$ cat config.mk
export PLATFORM = sky130hd
export DESIGN_NAME = swb_regfront
export DESIGN_NICKNAME = d
export VERILOG_FILES = /design/src/rtl/swb_pkg.sv /design/src/rtl/swb_timer.sv /design/src/rtl/swb_seq.sv /design/src/rtl/swb_istat.sv /design/src/rtl/swb_regfront.sv
export SDC_FILE = /design/constraint.sdc
export NUM_CORES = 1
export LEC_CHECK = 0
export BUFFER_PORTS_ARGS = -buffer_cell sky130_fd_sc_hd__buf_4
export CAP_MARGIN = 0
export CELL_PAD_IN_SITES_DETAIL_PLACEMENT = 1
export CELL_PAD_IN_SITES_GLOBAL_PLACEMENT = 1
export CORE_ASPECT_RATIO = 0.75
export CORE_MARGIN = 2
export CORE_UTILIZATION = 44
export DETAILED_ROUTE_END_ITERATION = 10
export PLACE_DENSITY_LB_ADDON = 0.1
export SLEW_MARGIN = 25
export SYNTH_ARGS = -nofsm -noshare
export SYNTH_HDL_FRONTEND = slang
export SYNTH_SLANG_ARGS = --single-unit
$ cat constraint.sdc
create_clock -name clk -period 2.7 [get_ports clk]
set_input_delay 0.27 -clock clk [delete_from_list [all_inputs] [get_ports clk]]
set_output_delay 0.27 -clock clk [all_outputs]
set_load 0.005 [all_outputs]
$ cat src/rtl/swb_pkg.sv
package swb_pkg;
    localparam logic [4:0] A_REV  = 5'h00;
    localparam logic [4:0] A_TXD  = 5'h04;
    localparam logic [4:0] A_RXD  = 5'h08;
    localparam logic [4:0] A_CTL  = 5'h0C;
    localparam logic [4:0] A_IST  = 5'h10;

    localparam int B_SINGLE = 7;
    localparam int B_IEN    = 6;
    localparam int B_CE     = 5;
    localparam int B_GO     = 4;
    localparam int B_PRES   = 3;
    localparam int B_INIT   = 2;
    localparam int B_DIR    = 1;
    localparam int B_MODE   = 0;

    localparam int IS_TX = 2;
    localparam int IS_RX = 1;
    localparam int IS_TO = 0;

    typedef enum logic [1:0] {
        S_IDLE,
        S_XMIT,
        S_RECV,
        S_BRK
    } swb_state_t;
endpackage

$ cat src/rtl/swb_timer.sv
module swb_timer #(
    parameter int CW = 6
) (
    input  logic          clk,
    input  logic          rst_n,
    input  logic          load,
    input  logic [CW-1:0] len,
    output logic          done
);
    logic          run_q;
    logic [CW-1:0] cnt_q;

    always_ff @(posedge clk or negedge rst_n) begin
        if (!rst_n) begin
            run_q <= 1'b0;
            cnt_q <= '0;
        end else if (load && !run_q) begin
            run_q <= 1'b1;
            cnt_q <= len - CW'(1);
        end else if (run_q) begin
            if (cnt_q == '0) run_q <= 1'b0;
            else             cnt_q <= cnt_q - CW'(1);
        end
    end

    assign done = run_q && (cnt_q == '0);


    restart_ignored_chk: assert property (@(posedge clk) disable iff (!rst_n)
        (run_q && !done && load) |=> (run_q && cnt_q == $past(cnt_q) - CW'(1)));
endmodule

$ cat src/rtl/swb_seq.sv
module swb_seq
    import swb_pkg::*;
#(
    parameter int SLOT_CYC  = 4,
    parameter int BREAK_CYC = 10,
    parameter int CW        = 6
) (
    input  logic       clk,
    input  logic       rst_n,
    input  logic       ctrl_we,
    input  logic       tx_we,
    input  logic [7:0] wdata,
    input  logic       dev_present,
    input  logic       dev_answer,
    input  logic [7:0] dev_data,
    output logic [7:0] ctrl_rd,
    output logic [7:0] tx_q,
    output logic [7:0] rx_q,
    output logic [2:0] set_bits,
    output logic [7:0] sent_data,
    output logic       sent_valid,
    output logic       irq_en
);
    localparam int BYTE_CYC = 8 * SLOT_CYC;

    swb_state_t st_q, st_d;
    logic single_q, ce_q, init_q, dir_q, mode_q, pres_q;
    logic [7:0] sh_q;
    logic go_start, tmr_done;
    logic [CW-1:0] len_d;
    logic unused_pres_wr;

    assign unused_pres_wr = wdata[B_PRES];

    assign go_start = ctrl_we && (st_q == S_IDLE) && wdata[B_GO] && wdata[B_CE];

    always_comb begin
        if (wdata[B_INIT])        len_d = CW'(BREAK_CYC);
        else if (wdata[B_SINGLE]) len_d = CW'(SLOT_CYC);
        else                      len_d = CW'(BYTE_CYC);
    end

    swb_timer #(.CW(CW)) u_timer (
        .clk   (clk),
        .rst_n (rst_n),
        .load  (go_start),
        .len   (len_d),
        .done  (tmr_done)
    );

    // next-state logic
    always_comb begin
        st_d = st_q;
        unique case (st_q)
            S_IDLE: begin
                if (go_start) begin
                    if (wdata[B_INIT])     st_d = S_BRK;
                    else if (wdata[B_DIR]) st_d = S_RECV;
                    else                   st_d = S_XMIT;
                end
            end
            S_XMIT, S_RECV, S_BRK: begin
                if (tmr_done) st_d = S_IDLE;
            end
        endcase
    end

    // state register
    always_ff @(posedge clk or negedge rst_n) begin
        if (!rst_n) st_q <= S_IDLE;
        else        st_q <= st_d;
    end

    // completion events for the status latch
    always_comb begin
        set_bits = 3'b000;
        if (tmr_done) begin
            unique case (st_q)
                S_XMIT:  set_bits[IS_TX] = 1'b1;
                S_RECV:  begin
                    if (dev_answer) set_bits[IS_RX] = 1'b1;
                    else            set_bits[IS_TO] = 1'b1;
                end
                S_BRK:   set_bits[IS_TO] = 1'b1;
                default: set_bits = 3'b000;
            endcase
        end
    end

    // register and data outputs
    always_ff @(posedge clk or negedge rst_n) begin
        if (!rst_n) begin
            single_q   <= 1'b0;
            irq_en     <= 1'b0;
            ce_q       <= 1'b0;
            init_q     <= 1'b0;
            dir_q      <= 1'b0;
            mode_q     <= 1'b0;
            pres_q     <= 1'b0;
            tx_q       <= 8'h00;
            rx_q       <= 8'h00;
            sh_q       <= 8'h00;
            sent_data  <= 8'h00;
            sent_valid <= 1'b0;
        end else begin
            sent_valid <= 1'b0;
            if (ctrl_we && st_q == S_IDLE) begin
                single_q <= wdata[B_SINGLE];
                irq_en   <= wdata[B_IEN];
                ce_q     <= wdata[B_CE];
                init_q   <= wdata[B_INIT];
                dir_q    <= wdata[B_DIR];
                mode_q   <= wdata[B_MODE];
            end
            if (tx_we) tx_q <= wdata;
            if (go_start) sh_q <= tx_q;
            if (tmr_done) begin
                unique case (st_q)
                    S_XMIT: begin
                        sent_data  <= single_q ? {7'b0, sh_q[0]} : sh_q;
                        sent_valid <= 1'b1;
                    end
                    S_RECV: begin
                        if (dev_answer)
                            rx_q <= single_q ? {7'b0, dev_data[0]} : dev_data;
                    end
                    S_BRK: begin
                        pres_q <= dev_present;
                        init_q <= 1'b0;
                    end
                    default: ;
                endcase
            end
        end
    end

    assign ctrl_rd = {single_q, irq_en, ce_q, (st_q != S_IDLE),
                      pres_q, init_q, dir_q, mode_q};


    busy_write_chk: assert property (@(posedge clk) disable iff (!rst_n)
        (st_q != S_IDLE && ctrl_we) |=> $stable({single_q, irq_en, ce_q, dir_q, mode_q}));


    brk_done_chk: assert property (@(posedge clk) disable iff (!rst_n)
        (st_q == S_BRK && tmr_done) |=> (st_q == S_IDLE && !init_q));


    no_clk_chk: assert property (@(posedge clk) disable iff (!rst_n)
        (st_q == S_IDLE && ctrl_we && !wdata[B_CE]) |=> (st_q == S_IDLE));


    silent_rx_chk: assert property (@(posedge clk) disable iff (!rst_n)
        (st_q == S_RECV && tmr_done && !dev_answer) |=> $stable(rx_q));
endmodule

$ cat src/rtl/swb_istat.sv
module swb_istat (
    input  logic       clk,
    input  logic       rst_n,
    input  logic [2:0] set_bits,
    input  logic       rd_clr,
    input  logic       irq_en,
    output logic [2:0] status_q,
    output logic       irq
);
    always_ff @(posedge clk or negedge rst_n) begin
        if (!rst_n) status_q <= 3'b000;
        else        status_q <= (rd_clr ? 3'b000 : status_q) | set_bits;
    end

    assign irq = irq_en && (status_q != 3'b000);


    clr_chk: assert property (@(posedge clk) disable iff (!rst_n)
        (rd_clr && set_bits == 3'b000) |=> (status_q == 3'b000));


    keep_set_chk: assert property (@(posedge clk) disable iff (!rst_n)
        (set_bits != 3'b000) |=> ((status_q & $past(set_bits)) == $past(set_bits)));
endmodule

$ cat src/rtl/swb_regfront.sv
module swb_regfront
    import swb_pkg::*;
#(
    parameter logic [3:0] REV_MAJOR = 4'd2,
    parameter logic [3:0] REV_MINOR = 4'd1,
    parameter int         SLOT_CYC  = 4,
    parameter int         BREAK_CYC = 10
) (
    input  logic       clk,
    input  logic       rst_n,
    input  logic [4:0] addr,
    input  logic       wr_en,
    input  logic       rd_en,
    input  logic [7:0] wdata,
    output logic [7:0] rdata,
    output logic       irq,
    input  logic       dev_present,
    input  logic       dev_answer,
    input  logic [7:0] dev_data,
    output logic [7:0] sent_data,
    output logic       sent_valid
);
    localparam int LONGEST = (8 * SLOT_CYC > BREAK_CYC) ? 8 * SLOT_CYC : BREAK_CYC;
    localparam int CW      = $clog2(LONGEST + 1);

    logic       ctrl_we, tx_we, rd_clr, irq_en;
    logic [7:0] ctrl_rd, tx_q, rx_q;
    logic [2:0] set_bits, status_q;

    assign ctrl_we = wr_en && (addr == A_CTL);
    assign tx_we   = wr_en && (addr == A_TXD);
    assign rd_clr  = rd_en && (addr == A_IST);

    swb_seq #(
        .SLOT_CYC  (SLOT_CYC),
        .BREAK_CYC (BREAK_CYC),
        .CW        (CW)
    ) u_seq (
        .clk         (clk),
        .rst_n       (rst_n),
        .ctrl_we     (ctrl_we),
        .tx_we       (tx_we),
        .wdata       (wdata),
        .dev_present (dev_present),
        .dev_answer  (dev_answer),
        .dev_data    (dev_data),
        .ctrl_rd     (ctrl_rd),
        .tx_q        (tx_q),
        .rx_q        (rx_q),
        .set_bits    (set_bits),
        .sent_data   (sent_data),
        .sent_valid  (sent_valid),
        .irq_en      (irq_en)
    );

    swb_istat u_istat (
        .clk      (clk),
        .rst_n    (rst_n),
        .set_bits (set_bits),
        .rd_clr   (rd_clr),
        .irq_en   (irq_en),
        .status_q (status_q),
        .irq      (irq)
    );

    always_comb begin
        case (addr)
            A_REV:   rdata = {REV_MAJOR, REV_MINOR};
            A_TXD:   rdata = tx_q;
            A_RXD:   rdata = rx_q;
            A_CTL:   rdata = ctrl_rd;
            A_IST:   rdata = {5'b0, status_q};
            default: rdata = 8'h00;
        endcase
    end
endmodule

==> flow_summary.toml, run 1 <==
[floorplan]
dieWidth_um = 91.1
die_area_um2 = 6320
die_y_um = 69.3
rows = 23
initial_core_util_pct = 46.3
core_area_um2 = 5410
ios = 45

[drt]
vias_per_cell = 5.51
wl_per_cell_um = 19.1
drt_iter0_drc = 60
wirelength_mm = 6.38
ant_nets = 0
drc = 0
firstDrtPassIters = 4
vias = 1841

[clock_network]
clkLatencyLatePin_ps = 310
cts_max_level = 2
clock_sinks = 52
clock-root-buffer = "clkbuf_8"
cts_setup_buffers = 0
clock_path_buffers = 2
cts_resized = 0
holdBufCountCts = 0
numCtsBuffers = 5
cts_tree = "yes"
path_clk_slew_ps = 100

[logic_synthesis]
synth_seq_cells = 52
ys_types = 39
netlist_area_um2 = 2500
synth_warnings = 0
yosys.area.top_type_share_pct = 51.9
yosys-top-cells-area = "dfrtp_1, mux2_2, nor2b_1, mux2i_1, nor2_1"
yosysTopAreaCell = "dfrtp_1"
syn_inst = 214
syn_nets = 242
ys_seq_area_share_pct = 51.9
syn_area_per_cell_um2 = 11.7

[run_status]
status = "finished, violations left"
violations = "negative hold slack"

[worst_setup_path]
r2r_end = "u_seq.u_timer.cnt_q[4]"
cp.required_ps = 2910
worstPathArrival_ps = 2620
rr_worst_depth = 7
regToRegSetupSlack_ps = 290
r2r-start = "u_seq.st_q[0]"
endpoint_kind = "flop"
path_cells = "nor4_1 > nand4_1 > mux2i_1 > ha_1 > nand2_1 > o31a_1 > a32o_1"
worstSetupPathType = "flop to flop"
crit_path_start_kind = "flop"
path_max_fanout = 6
critPathMaxStageDelay_ps = 470
crit_slowest_cell = "dfrtp_1"

[timing]
tns_ps = 0
whs_ps = -9.03
fin_skew_ps = 11.3
setup_viol_count_final = 0
worst_pin_slew_ps = 673
maxSlewViolCount = 0
max_freq_mhz = 415
relSlewSlack_pct = 55.2
rsz0062_at_grt = "false"
finalHoldViolCount = 6
period_needed_ps = 2410
fin_crit_sh_pct = 89.3

[final_layout]
final_area_um2 = 3040
final_layout_size_suffix_gt1_share_pct = 37.8
area_growth_pct = 21.2
final_common_cell = "dfrtp_1"
post-route-util_pct = 56.1
layout_common_cells = "dfrtp_1, buf_4, mux2_2"
n_fill_cell = 615
final_nets = 287
n_antenna_cell = 0

[pwr]
p_seq_share_pct = 48.7
p_leak_nw = 1.53
clkPwrFrac_pct = 29.7
combPwrFrac_pct = 21.6
internal-power_mw = 1.48
ir_drop_mv = 0.309
power.share.switching_pct = 29.1
p_switching_uw = 608
power_density_nw_per_um2 = 687

[place]
gp_congestion = 0.773
dpl.hpwl_mm = 4.55
port_buffers = 44
dpl_cell_area_um2 = 2910

[grt]
grt_pass1_vias = 1928
track_usage_pct = 21.3
antenna_found_initial = 0
gr-total-overflow = 0
grt_pass1_wl_mm = 10.4
grt_max_degree = 53

[hold_path]
hold_class = "input pin to asynchronous set/reset pin"

[job]
cap_violations = 0
cells by family after synthesis:
kind of cell,Yosys count,synth area share [%]
mux,48,21.2
flops,52,51.9
fa+ha+maj,1,0.499
simple gates,65,14.6
buf+inv,16,2.80
xor+xnor,4,1.40
compound gates,28,7.54
cell usage after synthesis:
library cell,n
a221oi_1,1
clkbuf_1,6
o32ai_1,1
xor2_1,1
mux2i_1,7
buf_6,1
nor2_1,13
mux2_2,41
nand4_1,2
nor2_2,1
and4b_1,2
nand3_2,1
o22ai_1,2
nand3b_1,2
and3b_1,1
nor2b_1,18
nand3_1,3
and2_1,2
ha_1,1
inv_1,7
nand2_1,12
a32o_1,1
o211ai_1,1
nor4_1,1
a22oi_1,5
dfrtp_1,52
o21ai_0,6
xnor2_1,3
nor3_4,1
and3_1,1
nand2b_1,1
or3_1,3
a21oi_1,4
nor3_1,1
a21o_1,2
buf_2,2
o2111ai_1,1
a31oi_1,2
o31a_1,2
worst max-delay path by stage:
stage / depth (start not counted) / slack (ps) / end / start
floorplan: 7 / 480 / u_seq.u_timer.cnt_q[4] / u_seq.st_q[0]
global placement: 7 / 440 / u_seq.u_timer.cnt_q[4] / u_seq.st_q[0]
detailed placement: 7 / 300 / u_seq.u_timer.cnt_q[4] / u_seq.st_q[0]
CTS: 7 / 280 / u_seq.u_timer.cnt_q[4] / u_seq.st_q[0]
global route: 7 / 30 / u_seq.u_timer.cnt_q[4] / u_seq.st_q[0]
finish: 7 / 290 / u_seq.u_timer.cnt_q[4] / u_seq.st_q[0]
cell type report:
| cell class | instances | area (um^2) | share of cell area, % |
|---|---|---|---|
| flip-flops and latches | 52 | 1300 | 42.9 |
| multi-input cells | 146 | 1130 | 37.3 |
| repair buffers | 47 | 353 | 11.6 |
| well taps | 75 | 93.8 | 3.09 |
| clock buffers | 5 | 68.8 | 2.27 |
| clock inverters | 2 | 60.1 | 1.98 |
| inverters | 7 | 26.3 | 0.865 |
per-stage QoR:
step / std cells / power [mW] / worst slack (ps)
2_1_floorplan: 214 / 1.31 / 479
3_3_place_gp: 327 / 1.45 / 436
3_5_place_dp: 327 / 1.48 / 296
4_1_cts: 334 / 2.10 / 280
5_1_grt: 334 / 2.20 / 29.6
6_report: 334 / 2.09 / 290
metal layers:
layer | track usage (%) | up-vias | part of all wire [%]
met5 | 0 | - | 0
met4 | 7.24 | 0 | 1.1
met3 | 4.78 | 7 | 4.8
met2 | 32.3 | 48 | 47
met1 | 30.3 | 941 | 47
li1 | - | 845 | -
worst max-delay path: cells and delay by family (launching register included):
kind                       cells  cell delay (ps)
AOI/OAI and AO/OA              2              470
adders and majority gates      1              280
DFF                            1              470
muxes                          1              240
and+or+nand+nor                3              850
registers in the layout, summed over array words and instances (netlist names):
register             cells
u_seq.single_q           1
u_seq.init_q             1
u_seq.tx_q               8
u_seq.u_timer.run_q      1
u_seq.sh_q               8
u_seq.sent_valid         1
u_seq.irq_en             1
u_seq.st_q               2
u_seq.ce_q               1
u_seq.dir_q              1
u_seq.rx_q               8
u_seq.mode_q             1
u_seq.pres_q             1
u_seq.sent_data          8
u_istat.status_q         3
u_seq.u_timer.cnt_q      6
power groups by stage:
stage | registers, mW | logic, mW | clock network, mW
2_1_floorplan | 0.987 | 0.325 | 0
3_3_place_gp | 1.02 | 0.437 | 0
3_5_place_dp | 1.03 | 0.450 | 0
4_1_cts | 1.01 | 0.454 | 0.634
5_1_grt | 1.04 | 0.502 | 0.659
6_report | 1.02 | 0.450 | 0.620
Note: power is estimated with default switching activity, not from simulation.
==> run 2, diff against run 1 <==
Settings changed: BUFFER_PORTS_ARGS -buffer_cell sky130_fd_sc_hd__buf_4 to -buffer_cell sky130_fd_sc_hd__buf_2.
==> flow_summary.toml, run 2 (synthesis gave the netlist of run 1 again) <==
[run_status]
status = "finished, final reports clean"

[worst_setup_path]
critPathMaxStageDelay_ps = 480
worstSetupPathType = "flop to flop"
endpoint_kind = "flop"
crit_family = "simple AND/OR/NAND/NOR gates"
crit_slowest_cell = "nor4_1"
worstPathArrival_ps = 2640
path_max_fanout = 6
cp.required_ps = 2890
crit_path_start_kind = "flop"
path_cells = "nor4_1 > nand4_1 > mux2i_1 > ha_1 > nand2_1 > o31a_1 > a32o_1"
path_buf_inv = 0

[drt]
vias = 1820
drc = 0
vias_per_cell = 5.37
wirelength_mm = 6.20
wl_per_cell_um = 18.3
ant_nets = 0
drt_iter0_drc = 79
firstDrtPassIters = 4

[timing]
finalHoldViolCount = 0
setup_viol_count_final = 0
relSlewSlack_pct = 62.1
worst_pin_slew_ps = 568
fin_skew_ps = 9.80
rsz0062_at_grt = "false"
timing.final.ws_setup_ps = 250
maxSlewViolCount = 0
period_needed_ps = 2450
fin_crit_sh_pct = 90.7
tns_ps = 0
max_freq_mhz = 408

[pwr]
ir_drop_mv = 0.242
power_density_nw_per_um2 = 657
p_leak_nw = 1.51

[clock_network]
holdBufCountCts = 1
numCtsBuffers = 5
clock_sinks = 52
clkLatencyLatePin_ps = 310
path_clk_slew_ps = 100
cts_setup_buffers = 0
clock-root-buffer = "clkbuf_8"
clock_path_buffers = 2
cts_max_level = 2
cts_resized = 0
cts_tree = "yes"

[final_layout]
n_fill_cell = 640
layout_common_cells = "dfrtp_1, buf_2, mux2_2"
multi_input_area_um2 = 1130
area_growth_pct = 16.7
final_layout_size_suffix_gt1_share_pct = 38.3
final_common_cell = "dfrtp_1"
seqCellArea_um2 = 1300
n_antenna_cell = 0
fin_cells = 339
final_nets = 291

[hold_path]
hold_class = "input pin to flop"

[grt]
grt_pass1_wl_mm = 10.2
grt_pass1_vias = 1932
track_usage_pct = 20.6
antenna_found_initial = 0
grt_max_degree = 24
gr-total-overflow = 0

[floorplan]
die_area_um2 = 6320
initial_core_util_pct = 46.3
die_y_um = 69.3
rows = 23
dieWidth_um = 91.1
ios = 45
core_area_um2 = 5410

[place]
post-place-ws_ps = 313
place_inst = 330
gp_congestion = 0.833
port_buffers = 44
dpl.hpwl_mm = 4.65

[job]
cap_violations = 0
run 2: metal layers:
metal	track usage, %	up-vias	routed length [um]
li1	-	854	-
met1	30.7	917	3090
met2	31.3	44	2770
met3	3.48	5	295
met4	5.56	0	51
met5	0	-	0
run 2: report_power, final:
group / internal [mW] / total (mW) / switching, mW
clock network: 0.209 / 0.463 / 0.254
registers: 0.898 / 1.01 / 0.115
logic: 0.207 / 0.444 / 0.236
total: 1.31 / 1.92 / 0.606
run 2: final timing paths:
kind | startpoint | endpoint | slack (ps) | cells past startpoint
setup / recovery | u_seq.st_q[1] | u_seq.u_timer.cnt_q[4] | 250 | 7
hold / removal | dev_present | u_seq.pres_q | 190 | 2
setup reg to reg | u_seq.st_q[1] | u_seq.u_timer.cnt_q[4] | 250 | 7
hold reg to reg | u_seq.sh_q[5] | u_seq.sh_q[5] | 500 | 2
max in group asynchronous | rst_n | u_seq.u_timer.cnt_q[3] | 1670 | 3
min in group asynchronous | rst_n | u_seq.rx_q[0] | 410 | 2
run 2: area by class of cell:
type,instances,share of cell area [%]
Multi-Input combinational cell,146,38.8
Clock buffer,7,2.95
Inverter,7,0.899
Clock inverter,1,0.257
Sequential cell,52,44.5
Tap cell,75,3.21
Timing Repair Buffer,51,9.41
run 2: through the flow:
stage | total power, mW | area [um^2] | utilization, % | hold slack, ps
after floorplan | 1.31 | 2500 | - | -25.6
after global placement | 1.45 | 2820 | 52.1 | 189
after detailed placement | 1.47 | 2820 | 52.1 | 190
final | 1.92 | 2920 | 54.0 | 188
after global routing | 2.03 | 2920 | 54.0 | 189
after CTS | 1.94 | 2920 | 54.0 | 178
==> run 3, diff against run 2 <==
Settings changed: CELL_PAD_IN_SITES_DETAIL_PLACEMENT 1 to default, CELL_PAD_IN_SITES_GLOBAL_PLACEMENT 1 to default, CORE_UTILIZATION 44 to 50.
Clock period 2.7 ns to 3.06 ns, I/O delays scaled along.
==> flow_summary.toml, run 3 (synthesis gave the netlist of run 1 again) <==
[drt]
wl_per_cell_um = 16.1
drc = 3
vias = 1764
wirelength_mm = 5.13
firstDrtPassIters = 7
ant_nets = 0
vias_per_cell = 5.55
drt_iter0_drc = 120

[timing]
finalHoldViolCount = 0
fin_skew_ps = 7.39
fin_crit_sh_pct = 80.2
tns_ps = 0
period_needed_ps = 2450
rsz0062_at_grt = "false"
whs_ps = 37.0
max_freq_mhz = 408
setup_viol_count_final = 0
worst_pin_slew_ps = 732
maxSlewViolCount = 0
relSlewSlack_pct = 51.2

[floorplan]
rows = 22
dieWidth_um = 85.7
ios = 45
initial_core_util_pct = 51.4
die_area_um2 = 5600
core_area_um2 = 4870
die_y_um = 65.3

[clock_network]
cts_resized = 0
cts_setup_buffers = 0
clock-root-buffer = "clkbuf_8"
cts_tree = "yes"
numCtsBuffers = 5
holdBufCountCts = 0
path_clk_slew_ps = 100
cts_max_level = 2
clock_path_buffers = 2
clock_sinks = 52
clkLatencyLatePin_ps = 310

[worst_setup_path]
path_buf_inv = 0
r2r-start = "u_seq.st_q[0]"
path_cells = "nor4_1 > nand4_1 > mux2i_1 > ha_1 > nand2_1 > o31a_1 > a32o_1"
worstPathArrival_ps = 2670
path_max_fanout = 9
regToRegSetupSlack_ps = 610
crit_family = "simple AND/OR/NAND/NOR gates"
worstSetupPathType = "flop to flop"
crit_path_start_kind = "flop"
cp.required_ps = 3270
crit_slowest_cell = "dfrtp_1"
critPathMaxStageDelay_ps = 460
endpoint_kind = "flop"
setup.worst_path.start = "u_seq.st_q[0]"

[final_layout]
final_nets = 285
final_layout_size_suffix_gt1_share_pct = 37.6
layout_common_cells = "dfrtp_1, buf_2, mux2_2"
fin_cells = 318
final_area_um2 = 2880
post-route-util_pct = 59.1
final_common_cell = "dfrtp_1"
n_antenna_cell = 0
area_growth_pct = 14.9

[grt]
antenna_found_initial = 0
grt_pass1_vias = 1711
grt_pass1_wl_mm = 8.71
track_usage_pct = 20.7
grt_max_degree = 35
gr-total-overflow = 0

[run_status]
violations = "design-rule violations"
status = "finished, violations left"

[place]
dpl.hpwl_mm = 3.88
port_buffers = 44
place_inst = 310
gp_congestion = 0.847
dpl_cell_area_um2 = 2760

[pwr]
p_leak_nw = 1.50
ir_drop_mv = 0.232
power_density_nw_per_um2 = 608

[hold_path]
hold_class = "input pin to asynchronous set/reset pin"

[job]
cap_violations = 0
-- run 3: changes by cell type in the layout (fill, tap and decap cells not counted), sizes merged --
cell	delta
buf	-5
clkbuf	-2
bufinv	+1
dlygate4sd3	-1
inv	+1
-- run 3: routing by layer --
metal / share of wire [%] / vias to the layer above / wire, um / GRT usage, %
li1: - / 839 / - / -
met1: 53 / 860 / 2720 / 31.2
met2: 38 / 55 / 1930 / 27.4
met3: 7.5 / 10 / 384 / 7.04
met4: 1.8 / 0 / 92 / 7.14
met5: 0 / - / 0 / 0
-- run 3: per-stage QoR --
step	power (mW)	worst slack (ps)
global route	1.86	309
finish	1.75	606
floorplan	1.16	839
global placement	1.27	689
detailed placement	1.27	609
CTS	1.77	607
-- run 3: power breakdown --
| part | switching (mW) | internal, mW | leakage (nW) |
|---|---|---|---|
| Clock | 0.244 | 0.247 | 0.0548 |
| Sequential | 0.0986 | 0.792 | 0.688 |
| Combinational | 0.191 | 0.179 | 0.752 |
-- run 3: worst paths after layout --
path / end / cells past startpoint
max: u_seq.u_timer.cnt_q[4] / 7
min: u_seq.sent_valid / 1
max reg2reg: u_seq.u_timer.cnt_q[4] / 7
min reg2reg: u_seq.sh_q[5] / 2
max in group asynchronous: u_seq.u_timer.run_q / 2
min in group clk: u_seq.tx_q[3] / 2
-- run 3: cell type report --
class | instances | area, um^2
Multi-Input combinational cell | 146 | 1130
Tap cell | 60 | 75.1
Timing Repair Buffer | 45 | 228
Clock buffer | 5 | 68.8
Clock inverter | 3 | 46.3
Sequential cell | 52 | 1300
Inverter | 7 | 26.3
Fill cell | 426 | 1990
-- run 3: worst register-to-register path, cell delays in order (launching register included) --
cell	delay (ps)
dfrtp_1	460
nor4_1	420
nand4_1	430
mux2i_1	280
ha_1	250
nand2_1	70
o31a_1	230
a32o_1	210
